[config.mk]
export PLATFORM = sky130hd
export DESIGN_NAME = rtr_input_unit
export DESIGN_NICKNAME = d
export VERILOG_FILES = /design/src/rtl/rtr_input_pkg.sv /design/src/rtl/rtr_flit_fifo.sv /design/src/rtl/rtr_xy_route.sv /design/src/rtl/rtr_input_unit.sv
export SDC_FILE = /design/constraint.sdc
export NUM_CORES = 1
export LEC_CHECK = 0
export ABC_AREA = 1
export CORE_ASPECT_RATIO = 1.5
export CORE_MARGIN = 1
export CORE_UTILIZATION = 40
export CTS_BUF_LIST = sky130_fd_sc_hd__clkbuf_2 sky130_fd_sc_hd__clkbuf_4 sky130_fd_sc_hd__clkbuf_8
export DETAILED_ROUTE_END_ITERATION = 12
export DONT_BUFFER_PORTS = 1
export HOLD_SLACK_MARGIN = 0.02
export REMOVE_ABC_BUFFERS = 1
export SYNTH_ARGS = -nofsm -noshare
export SYNTH_HDL_FRONTEND = slang
export SYNTH_SLANG_ARGS = --single-unit
[constraint.sdc]
create_clock -name clk -period 2.05 [get_ports clk]
set_input_delay 0.1025 -clock clk [delete_from_list [all_inputs] [get_ports clk]]
set_output_delay 0.1025 -clock clk [all_outputs]
set_load 0.01 [all_outputs]
[src/rtl/rtr_input_pkg.sv]
package rtr_input_pkg;
    typedef enum logic [1:0] {
        FT_BODY   = 2'b00,
        FT_HEAD   = 2'b01,
        FT_TAIL   = 2'b10,
        FT_SINGLE = 2'b11
    } flit_type_e;

    localparam int NUM_PORTS = 5;
    localparam int P_LOCAL = 0;
    localparam int P_XPOS  = 1;
    localparam int P_XNEG  = 2;
    localparam int P_YPOS  = 3;
    localparam int P_YNEG  = 4;

    function automatic logic opens_packet(input logic [1:0] t);
        return (t == FT_HEAD) || (t == FT_SINGLE);
    endfunction

    function automatic logic closes_packet(input logic [1:0] t);
        return (t == FT_TAIL) || (t == FT_SINGLE);
    endfunction
endpackage

[src/rtl/rtr_flit_fifo.sv]
module rtr_flit_fifo #(
    parameter int W     = 16,
    parameter int DEPTH = 4
) (
    input  logic                         clk,
    input  logic                         rst_n,
    input  logic                         push,
    input  logic [W-1:0]                 din,
    input  logic                         pop,
    output logic [W-1:0]                 dout,
    output logic                         not_empty,
    output logic [$clog2(DEPTH+1)-1:0]   fill
);
    localparam int AW = (DEPTH > 1) ? $clog2(DEPTH) : 1;
    localparam int CW = $clog2(DEPTH + 1);

    typedef struct packed {
        logic [AW-1:0] rd;
        logic [AW-1:0] wr;
        logic [CW-1:0] cnt;
    } fifo_state_t;

    fifo_state_t s_d, s_q;
    logic [W-1:0] mem [DEPTH];
    logic push_ok;
    logic pop_ok;

    always_comb begin
        pop_ok  = pop && (s_q.cnt != '0);
        push_ok = push && ((s_q.cnt != CW'(DEPTH)) || pop_ok);
        s_d = s_q;
        if (pop_ok)
            s_d.rd = (s_q.rd == AW'(DEPTH - 1)) ? '0 : s_q.rd + AW'(1);
        if (push_ok)
            s_d.wr = (s_q.wr == AW'(DEPTH - 1)) ? '0 : s_q.wr + AW'(1);
        case ({push_ok, pop_ok})
            2'b10:   s_d.cnt = s_q.cnt + CW'(1);
            2'b01:   s_d.cnt = s_q.cnt - CW'(1);
            default: s_d.cnt = s_q.cnt;
        endcase
    end

    always_ff @(posedge clk) begin
        if (!rst_n) s_q <= '0;
        else        s_q <= s_d;
    end

    always_ff @(posedge clk) begin
        if (push_ok) mem[s_q.wr] <= din;
    end

    assign dout      = mem[s_q.rd];
    assign not_empty = (s_q.cnt != '0);
    assign fill      = s_q.cnt;
endmodule

[src/rtl/rtr_xy_route.sv]
module rtr_xy_route
    import rtr_input_pkg::*;
#(
    parameter int XW   = 3,
    parameter int YW   = 3,
    parameter int MY_X = 3,
    parameter int MY_Y = 3
) (
    input  logic [XW-1:0]        dst_x,
    input  logic [YW-1:0]        dst_y,
    output logic [NUM_PORTS-1:0] port_oh
);
    localparam logic [XW-1:0] HERE_X = XW'(MY_X);
    localparam logic [YW-1:0] HERE_Y = YW'(MY_Y);

    always_comb begin
        port_oh = '0;
        if (dst_x > HERE_X)      port_oh[P_XPOS]  = 1'b1;
        else if (dst_x < HERE_X) port_oh[P_XNEG]  = 1'b1;
        else if (dst_y > HERE_Y) port_oh[P_YPOS]  = 1'b1;
        else if (dst_y < HERE_Y) port_oh[P_YNEG]  = 1'b1;
        else                     port_oh[P_LOCAL] = 1'b1;
    end
endmodule

[src/rtl/rtr_input_unit.sv]
module rtr_input_unit
    import rtr_input_pkg::*;
#(
    parameter int PAY_W = 8,
    parameter int XW    = 3,
    parameter int YW    = 3,
    parameter int MY_X  = 3,
    parameter int MY_Y  = 3,
    parameter int DEPTH = 4,
    parameter int FLIT_W = 2 + XW + YW + PAY_W
) (
    input  logic                  clk,
    input  logic                  rst_n,
    input  logic                  in_valid,
    input  logic [FLIT_W-1:0]     in_flit,
    output logic                  credit_out,
    output logic                  out_valid,
    output logic [FLIT_W-1:0]     out_flit,
    output logic [NUM_PORTS-1:0]  out_req,
    input  logic                  grant
);
    localparam int CW = $clog2(DEPTH + 1);

    typedef struct packed {
        logic                 stg_valid;
        logic [FLIT_W-1:0]    stg_flit;
        logic                 lock;
        logic [NUM_PORTS-1:0] port;
    } unit_state_t;

    unit_state_t s_d, s_q;

    logic [FLIT_W-1:0]    front_flit;
    logic                 front_ok;
    logic [CW-1:0]        fifo_fill;
    logic                 fifo_pop;
    logic [NUM_PORTS-1:0] route_oh;
    logic                 stg_leave;
    logic                 stg_room;
    logic                 lock_free;
    logic                 front_head;

    rtr_flit_fifo #(.W(FLIT_W), .DEPTH(DEPTH)) u_fifo (
        .clk       (clk),
        .rst_n     (rst_n),
        .push      (in_valid),
        .din       (in_flit),
        .pop       (fifo_pop),
        .dout      (front_flit),
        .not_empty (front_ok),
        .fill      (fifo_fill)
    );

    rtr_xy_route #(.XW(XW), .YW(YW), .MY_X(MY_X), .MY_Y(MY_Y)) u_route (
        .dst_x   (front_flit[2 +: XW]),
        .dst_y   (front_flit[2 + XW +: YW]),
        .port_oh (route_oh)
    );

    always_comb begin
        front_head = opens_packet(front_flit[1:0]);
        stg_leave  = s_q.stg_valid && grant;
        stg_room   = !s_q.stg_valid || stg_leave;
        lock_free  = !s_q.lock || (stg_leave && closes_packet(s_q.stg_flit[1:0]));
        fifo_pop   = front_ok && stg_room && (!front_head || lock_free);

        s_d = s_q;
        if (stg_leave) s_d.stg_valid = 1'b0;
        if (fifo_pop) begin
            s_d.stg_valid = 1'b1;
            s_d.stg_flit  = front_flit;
        end
        if (fifo_pop && front_head) begin
            s_d.lock = 1'b1;
            s_d.port = route_oh;
        end else if (stg_leave && closes_packet(s_q.stg_flit[1:0])) begin
            s_d.lock = 1'b0;
            s_d.port = '0;
        end
    end

    always_ff @(posedge clk) begin
        if (!rst_n) s_q <= '0;
        else        s_q <= s_d;
    end

    assign out_valid  = s_q.stg_valid;
    assign out_flit   = s_q.stg_flit;
    assign out_req    = s_q.stg_valid ? s_q.port : '0;
    assign credit_out = stg_leave;
endmodule

# Word level (Yosys, flattened, before mapping)
# Memories as Yosys holds them, arrays and structs flattened. A register that Yosys moved wholly into a read port is not among the register bits.
# Index checks and enable logic that the tools add are counted.
# W data, S select, Z words.
[word_totals] ff_bits=30 ram_bits=64 inputBits=20 output_inout_bits=23 elab_cells=68 n_memories=1
[mem_list] memory="u_fifo.mem" words=4 width=16 read_ports=1 rd_clocked_by_memory_dff=1 write_ports=1 line_no="rtr_flit_fifo.sv:24" text="logic [W-1:0] mem [DEPTH];"
[classes] n_addsub=4 order_cmp=4 n_eq_ne=9 mux=23 reduce_logical=20
[ops] cell="$mux W17" n=1
[ops] cell="$eq A2 B2 Y1 const B" n=6
[ops] cell="$mux W1" n=12
[ops] cell="$mux W6" n=2
[ops] cell="$mux W2" n=5
[ops] cell="$logic_and A1 B1 Y1" n=7
[ops] cell="$gt A3 B2 Y1 const B" n=2
[ops] cell="$logic_or A1 B1 Y1" n=6
[ops] cell="$lt A3 B2 Y1 const B" n=2
[ops] cell="$pmux W3 S2" n=1
[ops] cell="$reduce_bool A2 Y1" n=3
[ops] cell="$mux W5" n=1
[ops] cell="$add A2 B1 Y2 const B" n=2
[ops] cell="$eq A2 B1 Y1 const B" n=2
[ops] cell="$add A3 B1 Y3 const B" n=1
[ops] cell="$logic_not A1 Y1" n=3
[ops] cell="$mux W3" n=1
[ops] cell="$ne A3 B3 Y1 const B" n=1
[ops] cell="$reduce_bool A3 Y1" n=1
[ops] cell="$sub A3 B1 Y3 const B" n=1

# Depth between registers and ports, before layout
[depth] depth_word=11 ltp_mapped=16 ltp_nobuf=15

# Modules after synthesis
# A second synthesis with hierarchy kept.
[hier_totals] cells_unflattened=363 hier_area_um2=3980.1
[by_module_without_submodules] module="rtr_flit_fifo" instances=1 cells_per_inst=221 area_per_inst_um2=2872.8
[by_module_without_submodules] module="rtr_input_unit" instances=1 cells_per_inst=131 area_per_inst_um2=1054.8
[by_module_without_submodules] module="rtr_xy_route" instances=1 cells_per_inst=11 area_per_inst_um2=52.6

# Least setup slack after synthesis
# Ideal clock, no wire load.
[synth_path] kind="flip-flop to flip-flop" start="reg s_q (netlist bit out_valid)" end="mem u_fifo.mem[0][0], enable pin" setup_time_ns=0.389 t_arrival_ns=1.774 required_ns=1.661 path_slack_ns=-0.112 stages_incl_launch_ff=10 path_buffers=1 period_less_slack_ns=2.162 path_cell_list="dfxtp_1 buf_4 nand3_4 nand2_4 inv_1 nand3_1 nand2_4 nand2_2 nand2_2 nor2_1"
[synth_via] elab_chain_cells=10 elab_cells_between_ends=13 classes_between="mux (2); reduce/logical (11)"
[synth_rtl] item="start: declaration" line_no="rtr_input_unit.sv:31" text="unit_state_t s_d, s_q;"
[synth_rtl] item="start signal: assignment" line_no="rtr_input_unit.sv:83" text="if (!rst_n) s_q <= '0;"
[synth_rtl] item="start signal: assignment" line_no="rtr_input_unit.sv:84" text="else s_q <= s_d;"
[synth_rtl] item="$logic_and A1 B1 Y1" line_no="rtr_input_unit.sv:62" text="stg_leave = s_q.stg_valid && grant;"
[synth_rtl] item="$logic_and A1 B1 Y1" line_no="rtr_input_unit.sv:64" text="lock_free = !s_q.lock || (stg_leave && closes_packet(s_q.stg_flit[1:0]));"
[synth_rtl] item="$logic_or A1 B1 Y1" line_no="rtr_input_unit.sv:64"
[synth_rtl] item="$logic_or A1 B1 Y1" line_no="rtr_input_unit.sv:65" text="fifo_pop = front_ok && stg_room && (!front_head || lock_free);"
[synth_rtl] item="$logic_and A1 B1 Y1 (*)" line_no="rtr_input_unit.sv:65"
[synth_rtl] item="$logic_and A1 B1 Y1 (*)" line_no="rtr_flit_fifo.sv:29" text="pop_ok = pop && (s_q.cnt != '0);"
[synth_rtl] item="$logic_or A1 B1 Y1 (*)" line_no="rtr_flit_fifo.sv:30" text="push_ok = push && ((s_q.cnt != CW'(DEPTH)) || pop_ok);"
[synth_rtl] item="$logic_and A1 B1 Y1 (*)" line_no="rtr_flit_fifo.sv:30"
[synth_rtl] item="$mux W1 (*)" line_no="rtr_flit_fifo.sv:49" text="if (push_ok) mem[s_q.wr] <= din;"
[synth_rtl] item="$mux W1 (not written as such) (*)" line_no="rtr_flit_fifo.sv:49"
[synth_rtl] item="end: declaration" line_no="rtr_flit_fifo.sv:24"
# Every way passes the cells marked *; elsewhere a longest branch is shown, timed or not.

# Final worst setup path
[layout_path] start="reg s_q (netlist bit out_valid)" end="reg u_fifo.s_q (netlist bit u_fifo.fill[2])"
[layout_via] elab_chain_cells=10 elab_cells_between_ends=15 classes_between="eq/ne (2); mux (1); reduce/logical (12)"
[layout_rtl] item="$logic_and A1 B1 Y1" line_no="rtr_input_unit.sv:62"
[layout_rtl] item="$logic_and A1 B1 Y1" line_no="rtr_input_unit.sv:64"
[layout_rtl] item="$logic_or A1 B1 Y1" line_no="rtr_input_unit.sv:64"
[layout_rtl] item="$logic_or A1 B1 Y1" line_no="rtr_input_unit.sv:65"
[layout_rtl] item="$logic_and A1 B1 Y1 (*)" line_no="rtr_input_unit.sv:65"
[layout_rtl] item="$logic_and A1 B1 Y1 (*)" line_no="rtr_flit_fifo.sv:29"
[layout_rtl] item="$logic_or A1 B1 Y1" line_no="rtr_flit_fifo.sv:30"
[layout_rtl] item="$logic_and A1 B1 Y1" line_no="rtr_flit_fifo.sv:30"
[layout_rtl] item="$eq A2 B1 Y1 or $eq A2 B2 Y1 (tied branches)" line_no="rtr_flit_fifo.sv:36" text="case ({push_ok, pop_ok})"
[layout_rtl] item="$pmux W3 S2 or $reduce_bool A2 Y1 (tied branches)"
[layout_rtl] item="end signal: assignment" line_no="rtr_flit_fifo.sv:44" text="if (!rst_n) s_q <= '0;"
[layout_rtl] item="end signal: assignment" line_no="rtr_flit_fifo.sv:45" text="else s_q <= s_d;"
[layout_rtl] item="end: declaration" line_no="rtr_flit_fifo.sv:23" text="fifo_state_t s_d, s_q;"
# Marked as above.
# A chain may end at the register's enable or synchronous reset.

==> flow_metrics.env <==
export IMPL_status="finished with violations"
export IMPL_violations="design-rule violations"
export IMPL_avgSynthCellArea_sq_um=10.44
export IMPL_portBuffers=0
export IMPL_io_pins=43
export IMPL_fin_nets=434
export IMPL_leakage_nw=1.794
export IMPL_core_area_sq_um=9799
export IMPL_numClockSinks=96
export IMPL_htreeDepth=3
export IMPL_gp_congestion=0.7642
export IMPL_num_rows=44
export IMPL_clk_latency_ns=0.36
export IMPL_drt_pass1_iter_count=8
export IMPL_multi_input_area_sq_um=1172
export IMPL_ff_latch_area_sq_um=2572
export IMPL_dieArea_sq_um=10620
export IMPL_n_fill_cell=927
export IMPL_power_total_w=0.006345
export IMPL_drv_cap=0
export IMPL_cts_buffers=9
export IMPL_grt_usage_pct=16.88
export IMPL_antenna_found_initial=0
export IMPL_ys_warn_count=0
export IMPL_synthCells=391
export IMPL_synth_area_sq_um=4080
export IMPL_drt_iter0_drc=101
export IMPL_hold_viol=0
export IMPL_crit_path_end_kind="flop"
export IMPL_p_comb_share_pct=39.1
export IMPL_p_int_w=0.003816
export IMPL_reg2reg_slack_ns=0.1
export IMPL_ys_seq_area_share_pct=62.80
export IMPL_vias_per_cell=4.941
export IMPL_clkTransAtPathRegs_ns=0.09
export IMPL_yosys_most_used_dff="edfxtp_1"
export IMPL_max_stage_delay_ns=0.37
export IMPL_grt_pass1_vias=2599
export IMPL_fp_dieW_microns=84.47
export IMPL_ant_nets=0
export IMPL_worst_pin_slew_ns=0.8332
export IMPL_maxSlewHeadroom_pct=44.27
export IMPL_finalCriticalPeriod_ns=1.951
export IMPL_cts_tree="built"
export IMPL_worst_setup_path_start_kind="flop"
export IMPL_worstPathCellList="nand3_4 > nand2_4 > inv_1 > nand3_2 > nand2_4 > nand2_4 > nand2_4 > ha_4 > inv_2 > fa_2 > nor2_1 > nor2_1 > nand2_1 > o21ai_0 > a21oi_1"
export IMPL_ys_top_cells_by_count="edfxtp_1 (64), nor2_1 (59), nand2_1 (56)"
export IMPL_seq_power_share_pct=43.4
export IMPL_worstHoldPathCells=3
export IMPL_drv_slew=0
export IMPL_wl_per_cell_microns=15.83
export IMPL_drive_gt1_share_pct=17.48
export IMPL_crit_top_cell="nand2_4"
export IMPL_cts_root_buffer="clkbuf_8"
export IMPL_crit_slowest_cell="dfxtp_4"
export IMPL_ys_ff_latch=96
export IMPL_cts_buffer_depth=2
export IMPL_fin_crit_sh_pct=95.16
export IMPL_worstPathArrival_ns=2.25
export IMPL_synthTopCellsByArea="edfxtp_1 (47%), dfxtp_1 (16%), nor2_1 (5.4%), nand2_1 (5.2%), o21ai_0 (4.7%)"
export IMPL_grt_pass1_wl_microns=13290
export IMPL_r2r_cells=15
export IMPL_yosysMostFrequentCell="edfxtp_1"
export IMPL_switching_share_pct=39.86
export IMPL_powerDensity_nw_per_um2=1386
export IMPL_yosys_area_top_type_share_pct=47.10
export IMPL_synth_distinct_cells=30
export IMPL_crit_type="flop to flop"
export IMPL_required_ns=2.35
export IMPL_finalSetupViolCount=0
export IMPL_via_count=2604
export IMPL_dpl_hpwl_microns=5158
export IMPL_ir_drop_mv=0.4545
export IMPL_hp_class="primary input to flop"
export IMPL_dieHeight_microns=125.7
export IMPL_drt_drc_violations_left=4
export IMPL_pwr_share_clk_pct=17.4
export IMPL_synth_edff_count=64
export IMPL_setup_tns_ns=0
export IMPL_synth_top_cell_by_area="edfxtp_1"
export IMPL_areaGrowthSynthToFinish_pct=12.20
export IMPL_worstPathMaxFanout=4
export IMPL_max_freq_mhz=512.6
export IMPL_async_reset_ff_share_pct=0
export IMPL_grt_start_max_net_pins=35
export IMPL_power_switching_w=0.002529
export IMPL_wl_microns=8345
export IMPL_grt_overflow=0
export IMPL_diodes=0
export IMPL_start_util_pct=41.64
export IMPL_skew_ns=0.005530
[worst max-delay path, delay by kind of cell, from the launching register on]
family	cells	cell delay (ns)
AND/OR/NAND/NOR	9	0.68
flip-flops	1	0.37
adder cells (fa/ha/maj)	2	0.50
buffers and inverters	2	0.11
AO/OA/AOI/OAI	2	0.22
[timing repair]
item	4_1_cts	5_1_grt
setup endpoints to repair	0	2
endpoints found under the hold margin	90	0
hold buffers	19	0
resized for setup	0	19
setup buffers	0	2
[kinds of logic (layout without fill, tap and decap cells)]
family,count (synthesis),count (layout),synth area share [%]
simple gates,147,147,16.25
compound gates,67,67,8.924
flops,96,96,62.80
buf+inv,74,95,9.690
fa+ha+maj,7,7,2.331
[power groups by stage]
stage	combinational, W	clock [W]	sequential (W)
final	0.00248	0.00111	0.00276
after global routing	0.00283	0.00122	0.00280
after CTS	0.00240	0.00115	0.00274
after detailed placement	0.00234	0	0.00278
after global placement	0.00230	0	0.00277
after floorplan	0.00148	0	0.00282
[layer usage]
layer | GRT usage (%) | share of wire, % | wire length (microns) | vias up
met5 | 0 | 0 | 0 | -
met4 | 6.879 | 1.7 | 139 | 0
met3 | 3.801 | 2.8 | 232 | 8
met2 | 30.42 | 54 | 4502 | 42
met1 | 19.22 | 42 | 3471 | 1248
li1 | - | - | - | 1306
[final timing paths]
check | startpoint | end
setup / recovery | out_valid | u_fifo.fill[2]
hold / removal | in_valid | u_fifo.fill[0]
setup reg to reg | out_valid | u_fifo.fill[2]
hold reg to reg | s_q[3] | s_q[3]
[state kept, by name (all words and copies together), names as in the netlist, named ones only]
name,count
u_fifo.mem,64
out_valid,1
u_fifo.s_q,4
s_q,6
u_fifo.fill,3
out_flit,16
[stage by stage]
stage / utilization [%] / instances / cell area [sq um] / hold slack (ns) / setup WS [ns]
2_1_floorplan: - / 358 / 3841 / 0.2014 / -0.7289
5_1_grt: 46.72 / 527 / 4578 / 0.03279 / -0.01559
3_5_place_dp: 42.22 / 490 / 4138 / 0.2016 / 0.07321
6_report: 46.72 / 527 / 4578 / 0.04985 / 0.09921
4_1_cts: 45.93 / 525 / 4501 / 0.05090 / 0.01139
3_3_place_gp: 42.22 / 490 / 4138 / 0.2015 / 0.1010
[cells in the final DEF, fill, tap and decap left out, drive strengths merged]
cell type and n:
nor2 61, dlymetal6s4s 1, ha 6, nand3 18, clkinv 4, dlygate4sd3 18
edfxtp 64, o21ai 40, nor3 1, fa 1, nand2 67, clkbuf 11
a21oi 17, a211oi 1, dfxtp 32, clkinvlp 1, inv 41, o22ai 9
buf 19
[layout make-up]
type / instances / area share (%)
sequential: 96 / 56.19
inverter: 41 / 3.416
multi-input combinational: 221 / 25.61
clock buffer: 11 / 3.034
timing repair buffer: 38 / 7.871
clock inverter: 5 / 0.7379
tap: 115 / 3.143
(Power assumes the default switching activity.)
